**src/rtl/selfTimedAdderPkg.sv**
```systemverilog
package selfTimedAdderPkg;

  // Strobes from control to datapath
  typedef struct packed {
    logic load;     // capture operands, clear carry pairs
    logic advance;  // let every stage latch its next carry pair
  } adderStrobeT;

  // Dual-rail carry: railOne=known 1, railZero=known 0, both low=unknown
  typedef struct packed {
    logic railOne;
    logic railZero;
  } carryPairT;

endpackage

```
**src/rtl/adderBitStage.sv**
```systemverilog
module adderBitStage
  import selfTimedAdderPkg::*;
(
  input  logic        clk,
  input  logic        rstN,
  input  adderStrobeT strobes,
  input  logic        xBit,
  input  logic        yBit,
  input  carryPairT   pairIn,
  output carryPairT   pairOut
);

  logic genTerm;
  logic propTerm;
  logic killTerm;
  carryPairT pairNext;

  always_comb begin
    genTerm  = xBit & yBit;
    propTerm = xBit ^ yBit;
    killTerm = ~(xBit | yBit);
    pairNext.railOne  = genTerm  | (propTerm & pairIn.railOne);
    pairNext.railZero = killTerm | (propTerm & pairIn.railZero);
  end

  always_ff @(posedge clk or negedge rstN) begin
    if (!rstN) begin
      pairOut <= '0;
    end else if (strobes.load) begin
      pairOut <= '0;
    end else if (strobes.advance) begin
      pairOut <= pairNext;
    end
  end

endmodule

```
**src/rtl/adderDatapath.sv**
```systemverilog
module adderDatapath
  import selfTimedAdderPkg::*;
#(
  parameter int W = 8
) (
  input  logic        clk,
  input  logic        rstN,
  input  adderStrobeT strobes,
  input  logic [W-1:0] opA,
  input  logic [W-1:0] opB,
  input  logic         carryIn,
  output logic [W-1:0] sum,
  output logic         carryOut,
  output logic [W:0]   carryOne,
  output logic [W:0]   carryZero,
  output logic         allComplete
);

  logic [W-1:0] aReg;
  logic [W-1:0] bReg;
  carryPairT    pairs [W+1];

  // Position 0 is known as soon as the operands are captured
  always_ff @(posedge clk or negedge rstN) begin
    if (!rstN) begin
      aReg     <= '0;
      bReg     <= '0;
      pairs[0] <= '0;
    end else if (strobes.load) begin
      aReg     <= opA;
      bReg     <= opB;
      pairs[0] <= '{railOne: carryIn, railZero: ~carryIn};
    end
  end

  for (genvar i = 0; i < W; i++) begin : gStage
    adderBitStage uStage (
      .clk     (clk),
      .rstN    (rstN),
      .strobes (strobes),
      .xBit    (aReg[i]),
      .yBit    (bReg[i]),
      .pairIn  (pairs[i]),
      .pairOut (pairs[i+1])
    );
  end

  logic [W:0] settled;

  for (genvar k = 0; k <= W; k++) begin : gRails
    assign carryOne[k]  = pairs[k].railOne;
    assign carryZero[k] = pairs[k].railZero;
    assign settled[k]   = pairs[k].railOne | pairs[k].railZero;
  end

  assign allComplete = &settled;
  assign sum         = aReg ^ bReg ^ carryOne[W-1:0];
  assign carryOut    = carryOne[W];

endmodule

```
**src/rtl/adderControl.sv**
```systemverilog
module adderControl
  import selfTimedAdderPkg::*;
(
  input  logic        clk,
  input  logic        rstN,
  input  logic        start,
  input  logic        allComplete,
  output adderStrobeT strobes,
  output logic        done
);

  typedef enum logic {
    ST_IDLE,
    ST_RUN
  } ctrlStateT;

  ctrlStateT state;

  always_ff @(posedge clk or negedge rstN) begin
    if (!rstN) begin
      state <= ST_IDLE;
    end else if (start) begin
      state <= ST_RUN;
    end
  end

  always_comb begin
    strobes.load    = start;
    strobes.advance = (state == ST_RUN) && !start;
    done            = (state == ST_RUN) && allComplete;
  end

endmodule

```
**src/rtl/selfTimedAdder.sv**
```systemverilog
module selfTimedAdder
  import selfTimedAdderPkg::*;
#(
  parameter int W = 8
) (
  input  logic         clk,
  input  logic         rstN,
  input  logic         start,
  input  logic [W-1:0] opA,
  input  logic [W-1:0] opB,
  input  logic         carryIn,
  output logic [W-1:0] sum,
  output logic         carryOut,
  output logic         done
);

  adderStrobeT strobes;
  logic        allComplete;
  logic [W:0]  carryOne;
  logic [W:0]  carryZero;

  adderControl uControl (
    .clk         (clk),
    .rstN        (rstN),
    .start       (start),
    .allComplete (allComplete),
    .strobes     (strobes),
    .done        (done)
  );

  adderDatapath #(.W(W)) uDatapath (
    .clk         (clk),
    .rstN        (rstN),
    .strobes     (strobes),
    .opA         (opA),
    .opB         (opB),
    .carryIn     (carryIn),
    .sum         (sum),
    .carryOut    (carryOut),
    .carryOne    (carryOne),
    .carryZero   (carryZero),
    .allComplete (allComplete)
  );

endmodule

```
**config.mk**
```make
export PLATFORM = sky130hd
export DESIGN_NAME = selfTimedAdder
export DESIGN_NICKNAME = d
export VERILOG_FILES = /design/src/rtl/selfTimedAdderPkg.sv /design/src/rtl/adderBitStage.sv /design/src/rtl/adderDatapath.sv /design/src/rtl/adderControl.sv /design/src/rtl/selfTimedAdder.sv
export SDC_FILE = /design/constraint.sdc
export NUM_CORES = 1
export LEC_CHECK = 0
export BUFFER_PORTS_ARGS = -buffer_cell sky130_fd_sc_hd__clkbuf_2
export CAP_MARGIN = 10
export CORE_UTILIZATION = 50
export DETAILED_ROUTE_END_ITERATION = 12
export GPL_TIMING_DRIVEN = 0
export PLACE_DENSITY = 0.72
export SLEW_MARGIN = 20
export SYNTH_ARGS = -nofsm -noshare
export SYNTH_HDL_FRONTEND = slang
export SYNTH_HIERARCHICAL = 1
export SYNTH_SLANG_ARGS = --single-unit
```
**constraint.sdc**
```tcl
create_clock -name clk -period 1.8 [get_ports clk]
set_input_delay 0.18 -clock clk [delete_from_list [all_inputs] [get_ports clk]]
set_output_delay 0.18 -clock clk [all_outputs]
set_load 0.02 [all_outputs]
```
==> metrics <==
area delta synth->final=20.2%; cell leakage power=between 0.001 and 0.0015 µW; clock slew at reported path FFs=0.11 ns; DP HPWL=around 2.4 mm; vias in the first global route=approximately 1.4k; upper clock frequency limit=~0.52 GHz; status=finished, violations left; 1st-pass router iterations=4; setup slack after layout=-0.114 ns; min-delay worst type=in2reg; CP endpoint kind=output port; finished layout cell area=approximately 2200 µm²; Diodes inserted=0; Initial DRC Count=just over 90; fin crit share=106%; Worst Path Arrival=between 1.5 and 2 ns; Critical Path RT=approximately 1.6 ns; mux cell area share after synthesis=a little over a tenth; cell row count=21; crit path max-delay cell type=or4_1; DP Area=around 2000 µm²; Pwr Density=a little under 900 nW/µm²; CTS Buffer Depth=2; Synth area leader=dfrtp_1; Netlist Area Pre-Place=around 1800 µm²; syn nets=200; Core Footprint=3420 µm²; routed length per placed instance=13.7 µm; YS warnings=6; Synth cell types=15; Peak supply drop=0.453 mV; I/O Buffers=29; placer congestion estimate=0.759; synth top area cells=dfrtp_1 48%, ha_1 11%, mux2_2 11%; CP Launch Type=flop; die width=roughly 62 µm; via count=between 1k and 1.5k; placed cell count=around 240; H-tree levels=2; first-pass GRT wire length=slightly above 6 mm; Max Fanout on Critical Path=2; complex-gate fraction of the synthesized area=about 13%; share of layout cells above drive strength 1=about a third; final core occ=64.1%; Routed Antenna Nets=0; drt via density=about 5.3; Setup violations, final=1; initial antenna violation count=0; I/O Pins=30; cell family with most CP delay=simple AND/OR/NAND/NOR gates; RSZ-0062 raised after global routing=true; final WL=3.51 mm; clk_skew=between 0.006 and 0.007 ns; total track usage=just over 20%; combinational family with the most area after synthesis=compound AO/OA/AOI/OAI gates; worst slew pin tran=approximately 0.86 ns; normalized max-slew margin=42.5%; TritonCTS buffer count=5; Synth Register Bits=35; Slew Limit Fails=0; Avg Cell Area, Syn=~11 µm²; Die ar.=approximately 4000 µm²; Cells after Synth=around 160; CTS tree=done; Worst path max stage delay=between 0.5 and 0.6 ns; violated checks=setup timing; CTS Sinks=35; largest net degree at the start of global routing=36; drc violations=0; final net count=~250; buffers and inverters on the worst path=1; top cell type's share of synthesized area=48.1%; root buf cell=clkbuf_4; Clk Latency, worst-skew pair=0.34 ns; Synth Area in Adders=11.0%; minimum clock period=between 1.5 and 2 ns; fin cells=~260; grt ovf=0; Post-Synth Simple-Gate Area=under 10%; Cell Chain, Critical Path=o22ai_1 -> or4_1 -> nor2_1 -> and2_4 -> buf_8; Worst Path Class, Setup=reg2out; final hold vios=0; Seq/Total Area, Yosys=48.1%; Initial Util=a little over half; max_cap viols=0; height of the chip=approximately 62 µm; Post-Synth XOR/XNOR Area=approximately 7.7%; Power Total=1910 µW
## path summary, 6_finish.rpt
path / from / endpoint / slack [ns] / depth (start not counted)
min: carryIn / uDatapath/carryZero[0]$_DFFE_PN0P_ / 0.02 / 2
min reg2reg: uControl/state$_DFFE_PN0P_ / uControl/state$_DFFE_PN0P_ / 0.51 / 1
max: uDatapath/gStage[2].uStage/pairOut[0]$_DFFE_PN0P_ / done / -0.11 / 5
max in group asynchronous: rstN / uDatapath/gStage[7].uStage/pairOut[0]$_DFFE_PN0P_ / 0.79 / 2
max reg2reg: uControl/state$_DFFE_PN0P_ / uDatapath/gStage[7].uStage/pairOut[0]$_DFFE_PN0P_ / 0.24 / 3
min in group asynchronous: rstN / uDatapath/bReg[7]$_DFFE_PN0P_ / 0.48 / 2
## metal layers
metal  wire length, µm  GRT usage, %  vias up  part of all wire [%]
met5                 0             0        -                     0
met4                72          7.27        0                   2.1
met3               112          5.51        8                   3.2
met2              1770          33.5       23                    50
met1              1550          25.8      662                    44
li1                  -             -      659                     -
## cell families after synthesis
logic type / count (synthesis)
AOI/OAI and AO/OA: 37
and+or+nand+nor: 23
DFF: 35
adders and majority gates: 16
xor gates and xnor gates: 16
muxes: 17
buffers and inverters: 20
## flip-flops by register name, indices dropped and copies added, names as in the netlist
signal                           flops
uDatapath/carryZero                  1
uDatapath/carryOne                   1
uDatapath/gStage.uStage/pairOut     16
uDatapath/aReg                       8
uDatapath/bReg                       8
uControl/state                       1
## stage by stage
stage	TNS [ns]	hold slack, ns	worst slack (ns)
after global routing	-0.177	0.0137	-0.177
after detailed placement	0	0.325	0.0708
after global placement	0	0.316	0.133
after floorplan	0	-0.116	0.374
after CTS	-0.155	0.00463	-0.155
final	-0.114	0.0179	-0.114
## what timing repair did
action | CTS | global route
buffers inserted | 9 | 0
hold buffers | 1 | 0
resized for setup | 4 | 1
pin swaps | 4 | 3
setup endpoints to repair | 2 | 1
endpoints found under the hold margin | 35 | 0
## cells in the final DEF, fill, tap and decap left out, drive strengths merged
master / count
a21oi: 17
mux2: 17
dlygate4sd3: 1
a211oi: 16
and2: 1
inv: 16
buf: 14
nor2b: 1
o22ai: 4
or2: 1
or4: 1
clkbuf: 36
ha: 16
xnor2: 16
dfrtp: 35
nor2: 19
## area by class of cell
type | instances | area [µm²]
plain buffers | 4 | 25.0
repair buffers | 39 | 233
clock buffers | 8 | 68.8
well taps | 46 | 57.6
multi-input cells | 109 | 870
inverters | 16 | 60.1
flip-flops and latches | 35 | 876
fillers | 276 | 1230
## report_power, final
group | switching (µW) | internal, µW
Combinational | 261 | 233
Sequential | 70.9 | 856
Clock | 261 | 230
## cells in the mapped netlist (all sizes together)
cell type / count
a21oi: 17
nor2b: 1
a211oi: 16
and2: 1
ha: 16
or4: 1
dfrtp: 35
mux2: 17
inv: 16
nor2: 19
buf: 4
o22ai: 4
xnor2: 16
or2: 1
Power figures use the tool's default switching activity.
